--- src/rtl/panel_pkg.sv ---
package panel_pkg;

    localparam int DATA_W = 8;

    localparam logic [1:0] ADDR_ANN = 2'd0;
    localparam logic [1:0] ADDR_SEG = 2'd1;
    localparam logic [1:0] ADDR_SEL = 2'd2;
    localparam logic [1:0] ADDR_BUF = 2'd3;

    typedef enum logic [2:0] {
        ST_BLANK_ANN = 3'd0,
        ST_BLANK_SEG = 3'd1,
        ST_SEL_OFF   = 3'd2,
        ST_LOAD_ANN  = 3'd3,
        ST_LOAD_SEG  = 3'd4,
        ST_SEL_BANK  = 3'd5,
        ST_READ_SW   = 3'd6
    } step_t;

    typedef struct packed {
        logic              wr;
        logic              rd;
        logic [1:0]        addr;
        logic [DATA_W-1:0] data;
    } bus_cmd_t;

    function automatic logic [DATA_W-1:0] sel_pattern(input logic [2:0] bank);
        logic [DATA_W-1:0] p;
        p = '1;
        p[bank] = 1'b0;
        return p;
    endfunction

endpackage

--- src/rtl/panel_seq_ctrl.sv ---
module panel_seq_ctrl
    import panel_pkg::*;
#(
    parameter int N_BANKS    = 7,
    parameter int STB_CYCLES = 2,
    localparam int BANK_W    = (N_BANKS > 1) ? $clog2(N_BANKS) : 1,
    localparam int PH_W      = $clog2(STB_CYCLES + 1)
) (
    input  logic              clk,
    input  logic              rst,
    input  logic              run,
    output logic              active,
    output step_t             step,
    output logic [BANK_W-1:0] bank,
    output logic              strobe_on,
    output logic              last_stb
);

    localparam logic [PH_W-1:0]   PH_GAP  = PH_W'(STB_CYCLES);
    localparam logic [PH_W-1:0]   PH_LAST = PH_W'(STB_CYCLES - 1);
    localparam logic [BANK_W-1:0] BANK_TOP = BANK_W'(N_BANKS - 1);

    logic [PH_W-1:0] ph;

    always_ff @(posedge clk) begin
        if (rst) begin
            active <= 1'b0;
            step   <= ST_BLANK_ANN;
            bank   <= '0;
            ph     <= '0;
        end else if (!active) begin
            if (run) begin
                active <= 1'b1;
                step   <= ST_BLANK_ANN;
                bank   <= '0;
                ph     <= '0;
            end
        end else if (ph == PH_GAP) begin
            ph <= '0;
            if (step == ST_READ_SW) begin
                step <= ST_BLANK_ANN;
                if (bank == BANK_TOP) begin
                    bank   <= '0;
                    active <= run;
                end else begin
                    bank <= bank + 1'b1;
                end
            end else begin
                step <= step_t'(step + 3'd1);
            end
        end else begin
            ph <= ph + 1'b1;
        end
    end

    assign strobe_on = active && (ph < PH_GAP);
    assign last_stb  = active && (ph == PH_LAST);

    AST_BANK_RANGE: assert property (@(posedge clk) disable iff (rst)
        bank <= BANK_TOP);

endmodule

--- src/rtl/panel_cmd_gen.sv ---
module panel_cmd_gen
    import panel_pkg::*;
#(
    parameter int BANK_W = 3
) (
    input  step_t             step,
    input  logic [BANK_W-1:0] bank,
    input  logic [DATA_W-1:0] ann,
    input  logic [DATA_W-1:0] seg,
    output bus_cmd_t          cmd
);

    always_comb begin
        cmd = '{wr: 1'b1, rd: 1'b0, addr: ADDR_ANN, data: '0};
        unique case (step)
            ST_BLANK_ANN: cmd.addr = ADDR_ANN;
            ST_BLANK_SEG: cmd.addr = ADDR_SEG;
            ST_SEL_OFF: begin
                cmd.addr = ADDR_SEL;
                cmd.data = '1;
            end
            ST_LOAD_ANN: begin
                cmd.addr = ADDR_ANN;
                cmd.data = {1'b0, ann[DATA_W-2:0]};
            end
            ST_LOAD_SEG: begin
                cmd.addr = ADDR_SEG;
                cmd.data = seg;
            end
            ST_SEL_BANK: begin
                cmd.addr = ADDR_SEL;
                cmd.data = sel_pattern(3'(bank));
            end
            ST_READ_SW: begin
                cmd.wr   = 1'b0;
                cmd.rd   = 1'b1;
                cmd.addr = ADDR_BUF;
            end
            default: cmd = '0;
        endcase
    end

endmodule

--- src/rtl/panel_sw_capture.sv ---
module panel_sw_capture
    import panel_pkg::*;
#(
    parameter int BANK_W = 3
) (
    input  logic              clk,
    input  logic              rst,
    input  logic              take,
    input  logic              rd_stb,
    input  logic [BANK_W-1:0] bank,
    input  logic [DATA_W-1:0] rdata,
    output logic              sw_valid,
    output logic [BANK_W-1:0] sw_bank,
    output logic [DATA_W-1:0] sw_word,
    output logic              key_chg
);

    always_ff @(posedge clk) begin
        if (rst) begin
            sw_valid <= 1'b0;
            sw_bank  <= '0;
            sw_word  <= '1;
            key_chg  <= 1'b0;
        end else begin
            sw_valid <= take;
            key_chg  <= take && !(&rdata);
            if (take) begin
                sw_word <= rdata;
                sw_bank <= bank;
            end
        end
    end

    AST_CAPT_AFTER_READ: assert property (@(posedge clk) disable iff (rst)
        sw_valid |-> $past(rd_stb));
    AST_VALID_ONE_CLK: assert property (@(posedge clk) disable iff (rst)
        sw_valid |=> !sw_valid);
    AST_KEY_WITH_VALID: assert property (@(posedge clk) disable iff (rst)
        key_chg |-> sw_valid);
    AST_KEY_HAS_ZERO: assert property (@(posedge clk) disable iff (rst)
        key_chg |-> ($countones(sw_word) < DATA_W));

endmodule

--- src/rtl/panel_refresh_seq.sv ---
module panel_refresh_seq
    import panel_pkg::*;
#(
    parameter int N_BANKS    = 7,
    parameter int STB_CYCLES = 2,
    localparam int BANK_W    = (N_BANKS > 1) ? $clog2(N_BANKS) : 1
) (
    input  logic              clk,
    input  logic              rst,
    input  logic              run,
    output logic [BANK_W-1:0] tbl_bank,
    input  logic [7:0]        tbl_ann,
    input  logic [7:0]        tbl_seg,
    output logic [1:0]        bus_addr,
    output logic [7:0]        bus_wdata,
    output logic              bus_wr,
    output logic              bus_rd,
    input  logic [7:0]        bus_rdata,
    output logic              sw_valid,
    output logic [BANK_W-1:0] sw_bank,
    output logic [7:0]        sw_word,
    output logic              key_chg
);

    logic              active;
    step_t             step;
    logic [BANK_W-1:0] bank;
    logic              strobe_on;
    logic              last_stb;
    bus_cmd_t          cmd;

    panel_seq_ctrl #(
        .N_BANKS    (N_BANKS),
        .STB_CYCLES (STB_CYCLES)
    ) i_ctrl (
        .clk       (clk),
        .rst       (rst),
        .run       (run),
        .active    (active),
        .step      (step),
        .bank      (bank),
        .strobe_on (strobe_on),
        .last_stb  (last_stb)
    );

    panel_cmd_gen #(.BANK_W(BANK_W)) i_cmd (
        .step (step),
        .bank (bank),
        .ann  (tbl_ann),
        .seg  (tbl_seg),
        .cmd  (cmd)
    );

    assign tbl_bank  = bank;
    assign bus_addr  = cmd.addr;
    assign bus_wdata = cmd.data;
    assign bus_wr    = strobe_on & cmd.wr;
    assign bus_rd    = strobe_on & cmd.rd;

    panel_sw_capture #(.BANK_W(BANK_W)) i_cap (
        .clk      (clk),
        .rst      (rst),
        .take     (last_stb & cmd.rd),
        .rd_stb   (bus_rd),
        .bank     (bank),
        .rdata    (bus_rdata),
        .sw_valid (sw_valid),
        .sw_bank  (sw_bank),
        .sw_word  (sw_word),
        .key_chg  (key_chg)
    );

    AST_NO_DUAL_STROBE: assert property (@(posedge clk) disable iff (rst)
        !(bus_wr && bus_rd));
    AST_BUS_STABLE: assert property (@(posedge clk) disable iff (rst)
        ((bus_wr || bus_rd) && $past(bus_wr || bus_rd)) |-> ($stable(bus_addr) && $stable(bus_wdata)));
    AST_IDLE_QUIET: assert property (@(posedge clk) disable iff (rst)
        !active |-> !(bus_wr || bus_rd));
    AST_ANN_BIT7_LOW: assert property (@(posedge clk) disable iff (rst)
        (bus_wr && bus_addr == ADDR_ANN) |-> !bus_wdata[7]);

endmodule

--- config.mk ---
export PLATFORM = sky130hd
export DESIGN_NAME = panel_refresh_seq
export DESIGN_NICKNAME = d
export VERILOG_FILES = /design/src/rtl/panel_pkg.sv /design/src/rtl/panel_seq_ctrl.sv /design/src/rtl/panel_cmd_gen.sv /design/src/rtl/panel_sw_capture.sv /design/src/rtl/panel_refresh_seq.sv
export SDC_FILE = /design/constraint.sdc
export NUM_CORES = 1
export LEC_CHECK = 0
export BUFFER_PORTS_ARGS = -buffer_cell sky130_fd_sc_hd__buf_4
export CAP_MARGIN = 10
export CORE_ASPECT_RATIO = 0.7
export CORE_MARGIN = 2
export CORE_UTILIZATION = 45
export CTS_CLUSTER_DIAMETER = 120
export DETAILED_ROUTE_END_ITERATION = 8
export GPL_TIMING_DRIVEN = 0
export PLACE_DENSITY = 0.77
export SYNTH_ARGS = -nofsm -noshare
export SYNTH_HDL_FRONTEND = slang
export SYNTH_SLANG_ARGS = --single-unit
--- constraint.sdc ---
create_clock -name clk -period 2.4 [get_ports clk]
set_clock_uncertainty 0.15 [all_clocks]
set_input_delay 0.48 -clock clk [delete_from_list [all_inputs] [get_ports clk]]
set_output_delay 0.48 -clock clk [all_outputs]
set_load 0.01 [all_outputs]
==> results.yml <==
clock_tree:
  clock_latency_ps: 260
  cts_sinks: 22
  htreeDepth: 1
  post_cts.repair.setup_buffers: 0
  cts_buffers: 3
  cts_hold_buf: 0
  clockBufferDepth: 2
  tritoncts: "yes"
  path_clk_slew_ps: 80
  cts_root_buf: "clkbuf_8"
worst_setup_path:
  crit_chain: "buf_6 > buf_8 > and2_4 > ha_2 > buf_6 > nand2_1 > o221ai_1 > buf_4"
  slowest_stage: "dfxtp_4"
  crit_type: "reg -> out"
  cpMostUsedCell: "buf_6"
  crit_path_start_kind: "register"
  arrival_ps: 1710
  slowest_delay_ps: 360
  crit_required_ps: 1770
  end_kind: "output pin"
  path_max_fanout: 10
  rrSetupSlack_ps: 640
logic_synthesis:
  synth-edff-count: 0
  synthFlopType: "dfxtp_1"
  yosysTopAreaCell: "dfxtp_1"
  synthCells: 153
  synthArstFlopShare_pct: 0
  syn_nets: 181
  ys_seq_area_share_pct: 35.56
  syn_area_um2: 1239
  synthTopCellsByArea: "dfxtp_1, a21oi_1, a211o_1"
  ys.warnings.count: 0
  synth_top_area_share_pct: 35.56
  synth.avg_cell_area_um2: 8.096
  synth_seq_cells: 22
  ys_types: 34
routing:
  via_per_inst: 5.627
  route.detailed.drc: 0
  route.antenna.remaining_nets: 0
  drt_iter0_drc: 130
  drt_wl_total_mm: 3.593
  via_count: 1373
  wl_per_cell_um: 14.73
  firstDrtPassIters: 4
timing:
  fin_crit_sh_pct: 97.53
  period_minus_slack_ps: 2341
  slew_headroom_pct: 68.10
  rsz0062_at_grt: "false"
  setup_violations: 0
  tightest_slew_ps: 478.5
  tns_ps: 0
  fmax_mhz: 427.2
  hold_viol_final: 0
  slew_violations: 0
  worst_hold_slack_ps: 286.5
place:
  placed_cell_area_um2: 1679
  hpwlAfterDp_mm: 2.726
  dp_cells: 240
  gp_congestion: 0.8404
  port_buffers: 53
finish:
  layout-drive-gt1-share_pct: 34.29
  nNetsFinal: 239
  multi_input_area_um2: 724.4
  n_fill_cell: 208
  layout.cells.non_filler: 244
  final_common_cell: "buf_4"
  syn2layout_area_growth_pct: 43.43
  final_cell_mix: "buf_4, dfxtp_1, a21oi_1"
  fin_util_pct: 70.12
  register_area_um2: 444.2
  final_cell_area_um2: 1777
  num_antenna_cells: 0
power_and_ir_drop:
  vdd_drop_max_mv: 0.3481
  p_leak_nw: 0.7788
  p_per_area_nw_per_um2: 389.6
floorplanning:
  dieArea_um2: 3195
  die_y_um: 47.90
  start_util_pct: 48.89
  core_area_um2: 2534
  row_count: 15
  ios: 55
  dieWidth_um: 66.71
global_route:
  grt_pass1_vias: 1244
  antenna_found_initial: 0
  grt_overflow: 0
  grtUsageTotal_pct: 23.56
  grt_max_degree: 13
  grt_pass1_wl_mm: 5.637
run_status:
  status: "finished clean"
run:
  drv_cap: 0
hold_path:
  hold_path.class: "in -> reg"
routing by layer:
layer	share of wire, %	GRT usage [%]	vias to the layer above
met1	44	30.88	634
met2	48	41.40	57
met4	0.33	3.673	0
met3	7.6	5.412	2
met5	0	0	-
li1	-	-	680
worst max-delay path: cells and delay by family, from the launching register on:
| kind | cells | cell delay [ps] |
|---|---|---|
| compound gates | 1 | 120 |
| fa+ha+maj | 1 | 180 |
| buf+inv | 4 | 570 |
| flops | 1 | 360 |
| simple gates | 2 | 200 |
power breakdown:
| group | total, W | switching [W] | internal [W] | leakage, nW |
|---|---|---|---|---|
| combinational | 0.0000632 | 0.0000269 | 0.0000363 | 0.571 |
| sequential | 0.000371 | 0.00000432 | 0.000367 | 0.179 |
| clock | 0.000258 | 0.000112 | 0.000146 | 0.0288 |
| total | 0.000692 | 0.000143 | 0.000549 | 0.779 |
final timing paths:
path	start	endpoint	cells after the start
min	rst	i_cap.sw_word[0]	2
min reg2reg	i_cap.sw_word[5]	i_cap.sw_word[5]	1
max reg2reg	i_ctrl.step[0]	i_ctrl.step[2]	6
max	i_ctrl.step[0]	bus_wdata[5]	8
cells in the mapped netlist, types with 2 or more instances:
master / number
and3_1: 8
nor2_1: 11
nor3_1: 3
nand4b_1: 2
clkbuf_1: 5
mux2i_1: 2
and2_1: 2
o311ai_0: 2
nand4_1: 3
a211o_1: 8
inv_1: 4
o211ai_1: 5
a21oi_1: 15
or3_1: 3
dfxtp_1: 22
buf_2: 3
nand2_1: 13
o21ai_0: 5
nand3_1: 6
and3b_1: 3
o221ai_1: 4
nand2b_1: 3
nand3b_1: 3
nor2b_1: 5
buf_6: 3
nor3b_1: 2
cell families (layout without fill, tap and decap cells):
| logic type | count (synthesis) | after routing | synth area share (%) |
|---|---|---|---|
| AOI/OAI and AO/OA | 43 | 43 | 23.54 |
| adders and majority gates | 1 | 1 | 1.010 |
| buffers and inverters | 16 | 73 | 6.969 |
| DFF | 22 | 22 | 35.56 |
| muxes | 2 | 2 | 1.616 |
| and+or+nand+nor | 69 | 69 | 31.31 |
sequential cells by signal, indices dropped and copies added, names as in the netlist:
signal,count
i_cap.sw_valid,1
i_ctrl.bank,3
i_ctrl.active,1
i_cap.sw_bank,3
i_cap.sw_word,8
i_cap.key_chg,1
i_ctrl.step,3
i_ctrl.ph,2
final cells by class:
type                    instances  share of cell area [%]
clock buffers                   4                   3.099
well taps                      34                   2.394
plain buffers                  12                   5.493
multi-input cells             115                   40.77
inverters                       4                  0.8451
flip-flops and latches         22                   25.00
repair buffers                 53                   22.39
metrics by stage:
stage / setup WS, ps / total power, W
global route: 2.072 / 0.0007180
detailed placement: -127.7 / 0.0004420
CTS: 24.74 / 0.0006945
global placement: 7.582 / 0.0004400
floorplan: 332.9 / 0.0003999
finish: 59.38 / 0.0006922
what timing repair did:
| action | 4_1_cts | 5_1_grt |
|---|---|---|
| pin swaps | 1 | 0 |
| gates resized for setup | 10 | 9 |
| endpoints found under the setup margin | 8 | 7 |
No activity file was read; power rests on OpenSTA's default activity.
